File: src/rtl/msic_pkg.sv
package msic_pkg;

  typedef enum logic [1:0] {ST_IDLE, ST_RUN, ST_FIN} msic_st_e;

  // feedback masks for maximal-length Fibonacci LFSRs, shift-left form
  function automatic logic [15:0] lfsr_taps(input int w);
    case (w)
      2:       return 16'h0003;
      3:       return 16'h0006;
      4:       return 16'h000C;
      5:       return 16'h0014;
      6:       return 16'h0030;
      7:       return 16'h0060;
      8:       return 16'h00B8;
      default: return 16'h0000;
    endcase
  endfunction

endpackage

File: src/rtl/msic_johnson.sv
module msic_johnson #(
  parameter int LEN = 6
) (
  input  logic           clk,
  input  logic           rst,
  input  logic           load,
  input  logic           step,
  output logic [LEN-1:0] jq,
  output logic           at_last
);
  localparam logic [LEN-1:0] LAST_ST = {1'b1, {(LEN-1){1'b0}}};

  always_ff @(posedge clk) begin
    if (rst || load) jq <= '0;
    else if (step)   jq <= {jq[LEN-2:0], ~jq[LEN-1]};
  end

  assign at_last = (jq == LAST_ST);


  sic_step_chk: assert property (@(posedge clk) disable iff (rst)
    (step && !load) |=> ($countones(jq ^ $past(jq)) == 1));

endmodule

File: src/rtl/msic_seed_lfsr.sv
module msic_seed_lfsr #(
  parameter int             W    = 3,
  parameter logic [W-1:0]   INIT = {{(W-1){1'b0}}, 1'b1}
) (
  input  logic         clk,
  input  logic         rst,
  input  logic         load,
  input  logic         step,
  output logic [W-1:0] seed
);
  import msic_pkg::*;
  localparam logic [15:0] TAPS_F = lfsr_taps(W);
  localparam logic [W-1:0] TAPS  = TAPS_F[W-1:0];

  always_ff @(posedge clk) begin
    if (rst || load) seed <= INIT;
    else if (step)   seed <= {seed[W-2:0], ^(seed & TAPS)};
  end


  seed_nonzero_chk: assert property (@(posedge clk) disable iff (rst)
    seed != '0);


  seed_moves_chk: assert property (@(posedge clk) disable iff (rst)
    (step && !load) |=> seed != $past(seed));

endmodule

File: src/rtl/msic_xor_net.sv
module msic_xor_net #(
  parameter int NCH = 4,
  parameter int LEN = 6
) (
  input  logic [LEN-1:0]     jv,
  input  logic [NCH-2:0]     seed,
  output logic [NCH*LEN-1:0] vecs
);
  for (genvar j = 0; j < NCH; j++) begin : g_chain
    if (j == 0) begin : g_base
      assign vecs[0 +: LEN] = jv;
    end else begin : g_mix
      assign vecs[j*LEN +: LEN] = jv ^ {LEN{seed[j-1]}};
    end
  end
endmodule

File: src/rtl/msic_ctrl.sv
module msic_ctrl #(
  parameter int LEN  = 6,
  parameter int CNTW = 16,
  localparam int PHW = $clog2(LEN + 1)
) (
  input  logic            clk,
  input  logic            rst,
  input  logic            start,
  input  logic            mode_scan,
  input  logic [CNTW-1:0] pat_count,
  output logic            rld,
  output logic            adv,
  output logic            emit_scan,
  output logic            emit_par,
  output logic [PHW-1:0]  ph,
  output logic            cap_nxt,
  output logic            done_nxt
);
  import msic_pkg::*;
  localparam logic [PHW-1:0] PH_CAP = PHW'(LEN);

  msic_st_e        st_q;
  logic [CNTW-1:0] cnt_q, pcnt_q;
  logic            scan_q, last_pat;

  assign ph       = (st_q == ST_RUN) ? ph_q : '0;
  assign last_pat = (pcnt_q == cnt_q - CNTW'(1));

  logic [PHW-1:0] ph_q;

  always_comb begin
    rld = 1'b0; adv = 1'b0; emit_scan = 1'b0; emit_par = 1'b0;
    cap_nxt = 1'b0; done_nxt = 1'b0;
    case (st_q)
      ST_IDLE: rld = start;
      ST_RUN: begin
        if (scan_q) begin
          if (ph_q != PH_CAP) emit_scan = 1'b1;
          else begin cap_nxt = 1'b1; adv = 1'b1; end
        end else begin
          emit_par = 1'b1; cap_nxt = 1'b1; adv = 1'b1;
        end
      end
      ST_FIN:  done_nxt = 1'b1;
      default: ;
    endcase
  end

  always_ff @(posedge clk) begin
    if (rst) begin
      st_q <= ST_IDLE; ph_q <= '0; pcnt_q <= '0; cnt_q <= '0; scan_q <= 1'b0;
    end else begin
      case (st_q)
        ST_IDLE: if (start) begin
          scan_q <= mode_scan;
          cnt_q  <= pat_count;
          pcnt_q <= '0;
          ph_q   <= '0;
          st_q   <= (pat_count == '0) ? ST_FIN : ST_RUN;
        end
        ST_RUN: begin
          if (adv) begin
            ph_q   <= '0;
            pcnt_q <= pcnt_q + CNTW'(1);
            if (last_pat) st_q <= ST_FIN;
          end else begin
            ph_q <= ph_q + PHW'(1);
          end
        end
        default: st_q <= ST_IDLE;
      endcase
    end
  end


  busy_start_chk: assert property (@(posedge clk) disable iff (rst)
    (st_q != ST_IDLE && start) |=> (cnt_q == $past(cnt_q) && scan_q == $past(scan_q)));

endmodule

File: src/rtl/msic_tpg.sv
module msic_tpg #(
  parameter int               NCH       = 4,
  parameter int               LEN       = 6,
  parameter int               CNTW      = 16,
  parameter logic [NCH-2:0]   SEED_INIT = {{(NCH-2){1'b0}}, 1'b1}
) (
  input  logic                clk,
  input  logic                rst,
  input  logic                mode_scan,
  input  logic                start,
  input  logic [CNTW-1:0]     pat_count,
  output logic [NCH-1:0]      scan_out,
  output logic [NCH*LEN-1:0]  par_out,
  output logic                capture,
  output logic                done
);
  localparam int SW  = NCH - 1;
  localparam int PHW = $clog2(LEN + 1);

  logic               rld, adv, emit_scan, emit_par, cap_nxt, done_nxt, j_last;
  logic [PHW-1:0]     ph;
  logic [LEN-1:0]     jq;
  logic [SW-1:0]      seed;
  logic [NCH*LEN-1:0] vecs;
  logic [NCH-1:0]     scan_nxt;

  msic_ctrl #(.LEN(LEN), .CNTW(CNTW)) ctrl_i (
    .clk(clk), .rst(rst), .start(start), .mode_scan(mode_scan),
    .pat_count(pat_count), .rld(rld), .adv(adv), .emit_scan(emit_scan),
    .emit_par(emit_par), .ph(ph), .cap_nxt(cap_nxt), .done_nxt(done_nxt));

  msic_johnson #(.LEN(LEN)) john_i (
    .clk(clk), .rst(rst), .load(rld), .step(adv), .jq(jq), .at_last(j_last));

  msic_seed_lfsr #(.W(SW), .INIT(SEED_INIT)) seed_i (
    .clk(clk), .rst(rst), .load(rld), .step(adv && j_last), .seed(seed));

  msic_xor_net #(.NCH(NCH), .LEN(LEN)) xnet_i (
    .jv(jq), .seed(seed), .vecs(vecs));

  for (genvar j = 0; j < NCH; j++) begin : g_sel
    logic [LEN-1:0] cv;
    assign cv          = vecs[j*LEN +: LEN];
    assign scan_nxt[j] = cv[ph];
  end

  always_ff @(posedge clk) begin
    if (rst) begin
      scan_out <= '0; par_out <= '0; capture <= 1'b0; done <= 1'b0;
    end else begin
      scan_out <= emit_scan ? scan_nxt : '0;
      if (emit_par) par_out <= vecs;
      capture  <= cap_nxt;
      done     <= done_nxt;
    end
  end


  done_pulse_chk: assert property (@(posedge clk) disable iff (rst)
    done |=> !done);


  done_no_cap_chk: assert property (@(posedge clk) disable iff (rst)
    done |-> !capture);

endmodule

File: config.mk
export PLATFORM = sky130hd
export DESIGN_NAME = msic_tpg
export DESIGN_NICKNAME = d
export VERILOG_FILES = /design/src/rtl/msic_pkg.sv /design/src/rtl/msic_johnson.sv /design/src/rtl/msic_seed_lfsr.sv /design/src/rtl/msic_xor_net.sv /design/src/rtl/msic_ctrl.sv /design/src/rtl/msic_tpg.sv
export SDC_FILE = /design/constraint.sdc
export NUM_CORES = 1
export LEC_CHECK = 0
export CAP_MARGIN = 20
export CELL_PAD_IN_SITES_DETAIL_PLACEMENT = 2
export CELL_PAD_IN_SITES_GLOBAL_PLACEMENT = 2
export CORE_ASPECT_RATIO = 0.75
export CORE_MARGIN = 5
export CORE_UTILIZATION = 25
export CTS_BUF_LIST = sky130_fd_sc_hd__clkbuf_16
export CTS_CLUSTER_DIAMETER = 100
export DETAILED_ROUTE_END_ITERATION = 8
export PLACE_DENSITY_LB_ADDON = 0.1
export SKIP_CTS_REPAIR_TIMING = 1
export SLEW_MARGIN = 25
export SYNTH_ARGS = -nofsm -noshare
export SYNTH_HDL_FRONTEND = slang
export SYNTH_SLANG_ARGS = --single-unit
File: constraint.sdc
create_clock -name clk -period 2.3 [get_ports clk]
set_clock_uncertainty 0.15 [all_clocks]
set_input_delay 0.23 -clock clk [delete_from_list [all_inputs] [get_ports clk]]
set_output_delay 0.23 -clock clk [all_outputs]
set_load 0.1 [all_outputs]
== Yosys cells after proc, flatten, opt, wreduce, memory -nomap -nowiden ==
Index checks and enable logic that the tools add are counted.

* Memories: 0
* Memory bits (read-only): 0
* Input port bits: 20
* Latch bits: 0
* Memory bits (writable): 0
* Bits in registers: 77
* Word-level logic and storage cells: 69

* Eq/ne operators: 8
* Add/subtract/negate cells: 3
* Bitwise operators: 5
* Div/mod/pow operators: 0
* Shifts and indexed selects: 0
* $mul: 0
* Multiplexer cells: 30
* Magnitude comparators: 1
* Reductions and logical operators: 11

{| class="wikitable"
|+ Operator list
! kind !! number
|-
| two-way mux 16 bit || 2
|-
| case mux 16 bit (2 select lines) || 1
|-
| bitwise XOR 6 bit || 3
|-
| adder 16 x 1 -> 16 bit, second input constant || 1
|-
| == test 16 bit || 1
|-
| logical NOT 16 bit || 1
|-
| subtractor 16 x 1 -> 16 bit, second input constant || 1
|-
| two-way mux 1 bit || 14
|-
| binary-select mux 1 bit (select 3 bit) || 4
|-
| two-way mux 3 bit || 3
|-
| two-way mux 2 bit || 4
|-
| == test 6 bit, second input constant || 1
|-
| case mux 3 bit (2 select lines) || 1
|-
| AND reduction 3 bit || 2
|-
| less-than comparator 3 x 4 -> 1 bit, second input constant || 1
|-
| != test 2 bit, second input constant || 2
|-
| case mux 2 bit (2 select lines) || 1
|-
| AND reduction 2 bit || 2
|-
| adder 3 x 1 -> 3 bit, second input constant || 1
|-
| != test 3 bit, second input constant || 1
|-
| XOR reduction 3 bit || 1
|-
| == test 2 x 1 -> 1 bit, second input constant || 1
|-
| == test 2 bit, second input constant || 1
|-
| logical NOT 2 bit || 1
|-
| 6 further kinds || 7
|}

== Logic depth before layout (Yosys ltp) ==
* Word-level depth: 6
* Depth in mapped cells: 9
* Mapped depth without buffers: 9

== Cells and area by module ==
Synthesis repeated with hierarchy kept, for this count alone.

* Cells, all modules: 437
* Area, all modules: 3928.8 um^2

{| class="wikitable"
|+ By module, submodules not included
! module !! instances !! cells each !! area each (um^2)
|-
| msic_ctrl || 1 || 273 || 2154.6
|-
| msic_tpg || 1 || 102 || 1181.1
|-
| msic_johnson || 1 || 24 || 241.5
|-
| msic_xor_net || 1 || 27 || 236.5
|-
| msic_seed_lfsr || 1 || 11 || 115.1
|}

== Worst setup path before layout ==
OpenSTA, ideal clock, no wires.

* Kind: register to register
* Start: register ctrl_i.cnt_q[8]
* End: register ctrl_i.st_q[0]
* Library setup time: 0.116 ns
* Path slack: 0.204 ns
* Arrival: 1.831 ns
* Stages on the path, launching flop included: 9
* Clock period less this slack: 2.096 ns
* Path through: dfxtp_1 -> buf_6 -> or4_4 -> nor4_2 -> nor3b_2 -> xnor2_1 -> nand2_1 -> nand4b_1 -> and3b_1

* Longest elaborated chain between the ends: 4

{| class="wikitable"
|+ RTL lines
! what !! line !! RTL
|-
| from (decl) || msic_ctrl.sv:23 || <nowiki>logic [CNTW-1:0] cnt_q, pcnt_q;</nowiki>
|-
| from (signal assigned) || msic_ctrl.sv:56 || <nowiki>cnt_q <= pat_count;</nowiki>
|-
| subtractor 16 x 1 -> 16 bit || msic_ctrl.sv:27 || <nowiki>assign last_pat = (pcnt_q == cnt_q - CNTW'(1));</nowiki>
|-
| == test 16 bit || msic_ctrl.sv:27 ||
|-
| != test 2 x 1 -> 1 bit (no source line) || -- ||
|-
| AND reduction 3 bit (no source line) || -- ||
|-
| to (signal assigned) || msic_ctrl.sv:59 || <nowiki>st_q <= (pat_count == '0) ? ST_FIN : ST_RUN;</nowiki>
|-
| to (decl) || msic_ctrl.sv:22 || <nowiki>msic_st_e st_q;</nowiki>
|}

Every way passes these cells.
A chain may end at the register's enable or synchronous reset.

== Final worst setup path ==
* Start: register ctrl_i.cnt_q[0]
* End: register ctrl_i.st_q[0]

Same word-level chain as after synthesis.

==> out/qor.tcl <==
set qor(final_layout_size_suffix_gt1_frac) 0.189
set qor(grt_max_degree) 43
set qor(clock_sinks) 77
set qor(setup_violations) 0
set qor(track_usage) 0.147
set qor(antenna_violations_before_repair) 0
set qor(post_synth_main_area_contributors) {sky130_fd_sc_hd__dfxtp_1, sky130_fd_sc_hd__xnor2_1, sky130_fd_sc_hd__nand2_1}
set qor(run_status) {complete, no violations}
set qor(whs_ns) 0.308
set qor(power.static_leakage_nw) 1.81
set qor(fraction_of_post_synthesis_cell_area_in_the_top_cell_type_by_area) 0.422
set qor(hold_path_class) {reg -> reg}
set qor(finalInstanceArea_mm2) 0.00484
set qor(synth_area_leader) {sky130_fd_sc_hd__dfxtp_1}
set qor(synthesis.area_per_instance_um2) 8.34
set qor(layout.nets) 528
set qor(cts-buffers-inserted) 9
set qor(crit_path_end_kind) {flop}
set qor(syn-instance-count) 438
set qor(overflow) 0
set qor(power_density_cells_mw_per_mm2) 772
set qor(row_count) 38
set qor(clk_latency_ns) 0.34
set qor(areaGrowthSynthToFinish_pct) 32.4
set qor(post-dp-hpwl_mm) 9.04
set qor(initial_core_utilization) 0.254
set qor(yosysSeqAreaShare) 0.422
set qor(initialDrtViolationCount) 86
set qor(critPathArrivalTime_ns) 2.33
set qor(vdd_drop_max_v) 0.000344
set qor(post-route-period-util) 0.976
set qor(dieHeight_um) 115
set qor(unrepaired_setup_endpoints_after_global_routing) {yes}
set qor(postPlaceCellArea_mm2) 0.00446
set qor(max_slew.worst_pin.slew_ns) 0.607
set qor(final.min_clock_period_ns) 2.25
set qor(leading_cell_type_in_the_layout_fill_and_taps_excluded) {sky130_fd_sc_hd__dfxtp_1}
set qor(gp_congestion) 0.733
set qor(wl_per_cell_um) 16.8
set qor(dr_total_vias) 3260
set qor(synth_nets) 462
set qor(setup_slack_ns) 0.0543
set qor(achievable-frequency_ghz) 0.445
set qor(dr.pass1.iters) 4
set qor(dr_wl_met2_mm) 4.89
set qor(grt_first_pass_wirelength_mm) 19.6
set qor(dieArea_mm2) 0.0172
set qor(mostFrequentLayoutCells) {sky130_fd_sc_hd__dfxtp_1, sky130_fd_sc_hd__buf_4, sky130_fd_sc_hd__nand2_1, sky130_fd_sc_hd__nor2_1, sky130_fd_sc_hd__xnor2_1}
set qor(slew_headroom) 0.595
set qor(coreArea_mm2) 0.0144
set qor(category_of_the_most_critical_setup_path) {reg -> reg}
set qor(setup.reg_to_reg.worst_slack_ns) 0.05
set qor(stdcell_count) 708
set qor(top_layer) {met4}
set qor(cts_tree) {built}
set qor(met3_length_um) 406
set qor(cts.reportedPaths.clkPinSlew_ns) 0.06
set qor(finalHoldViolCount) 0
set qor(critical_path_required_ns) 2.38
set qor(port_buffer_cells) 49
set qor(yosys_register_bits) 77
set qor(dpl.cell_count) 692
set qor(remaining_drc_errors) 0
set qor(clockBufferDepth) 2
set qor(postRouteAntennaNets) 0
set qor(wirelength_mm) 11.9
set qor(pre_cts_ws_ns) -0.330
set qor(cts.htree.levels) 3
set qor(post_synth_instance_area_mm2) 0.00365
set qor(timing.critical_path.fanout_max) 5
set qor(x_dimension_of_the_die_um) 150
set qor(met1Wirelength_mm) 6.43
set qor(route.detailed.vias_per_inst) 4.60
set qor(n_antenna_cell) 0
set qor(grt_pass1_vias) 3600
set qor(root_buffer) {sky130_fd_sc_hd__clkbuf_16}
set qor(timing.critical_path.from_type) {flop}
set qor(yosys_warnings) 0
set qor(floorplan.io_pins) 50
set qor(final_max_slew_viol_count) 0
set qor(fin_util) 0.336
set qor(maximum_capacitance_violations) 0
set qor(synth.distinct_cells) 46
Yosys cell counts, drive strengths merged:
master and n:
nand2 64, nand3b 1, clkbuf 25, nor4 5, nor3 9, o21a 1
xnor2 38, or4 2, nor4bb 1, nand2b 4, dfxtp 77, nor4b 1
o211a 1, a21oi 31, o31ai 1, a21boi 2, and4 2, o2111ai 1
nor2 64, nand4 7, o22ai 2, a21o 1, a211oi 27, mux2i 10
and2 1, nor2b 3, inv 6, ha 4, xor2 18, nand4b 2
and3b 2, buf 4, o21bai 1, a31oi 4, or2 2, o211ai 1
nor3b 3, nand3 7, o21ai 3
sequential cells by signal, indices dropped and copies added, names as in the netlist:
signal / flops
ctrl_i.pcnt_q: 16
ctrl_i.cnt_q: 16
ctrl_i.st_q: 2
capture: 1
ctrl_i.scan_q: 1
john_i.jq: 6
scan_out: 4
done: 1
ctrl_i.ph_q: 3
seed_i.seed: 3
par_out: 24
logic make-up (layout without fill, tap and decap cells):
group           Yosys count  after routing  synth area share
compound gates           76             76             0.132
xor+xnor                 56             56             0.134
fa+ha+maj                 4              4            0.0137
buf+inv                  35            105            0.0380
flops                    77             77             0.422
mux                      10             10            0.0274
simple gates            180            180             0.233
where the power goes:
| part | total [mW] | internal [mW] | leakage (nW) | switching [mW] |
|---|---|---|---|---|
| logic | 0.658 | 0.224 | 1.02 | 0.434 |
| clock network | 1.64 | 1.06 | 0.165 | 0.583 |
| registers | 1.44 | 1.38 | 0.628 | 0.0514 |
| total | 3.73 | 2.66 | 1.81 | 1.07 |
final cells by class:
type                       instances  area (um^2)
sequential                        77         1540
inverter                           6         22.5
clock inverter                     6          113
tap                              200          250
multi-input combinational        326         2010
clock buffer                       9          225
timing repair buffer              84          678
fill                            1658         9570
final timing paths:
check                                      from             end  cells after the start
worst max-delay path            ctrl_i.cnt_q[0]  ctrl_i.st_q[0]                      9
worst min-delay path                 par_out[3]      par_out[3]                      2
worst max register to register  ctrl_i.cnt_q[0]  ctrl_i.st_q[0]                      9
worst min register to register       par_out[3]      par_out[3]                      2
routing by layer:
metal	track usage	vias to the layer above
met2	0.210	40
li1	-	1619
met4	0.0384	0
met1	0.218	1588
met3	0.0392	13
met5	0	-
critical path, stage by stage, from the launching register on:
cell and delay [ns]:
sky130_fd_sc_hd__dfxtp_2 0.39, sky130_fd_sc_hd__inv_1 0.06, sky130_fd_sc_hd__ha_1 0.30, sky130_fd_sc_hd__xnor2_1 0.13, sky130_fd_sc_hd__a211oi_1 0.23, sky130_fd_sc_hd__o2111ai_1 0.16
sky130_fd_sc_hd__a21oi_1 0.16, sky130_fd_sc_hd__and4_1 0.19, sky130_fd_sc_hd__nand4b_1 0.14, sky130_fd_sc_hd__and3b_1 0.22
metrics by stage:
| step | setup TNS, ns | total power, mW |
|---|---|---|
| after global routing | -0.0600 | 3.90 |
| after CTS | -0.0418 | 3.79 |
| final | 0 | 3.73 |
| after floorplan | 0 | 1.91 |
| after detailed placement | -1.83 | 2.12 |
| after global placement | -0.732 | 2.11 |
(Power assumes the default switching activity.)
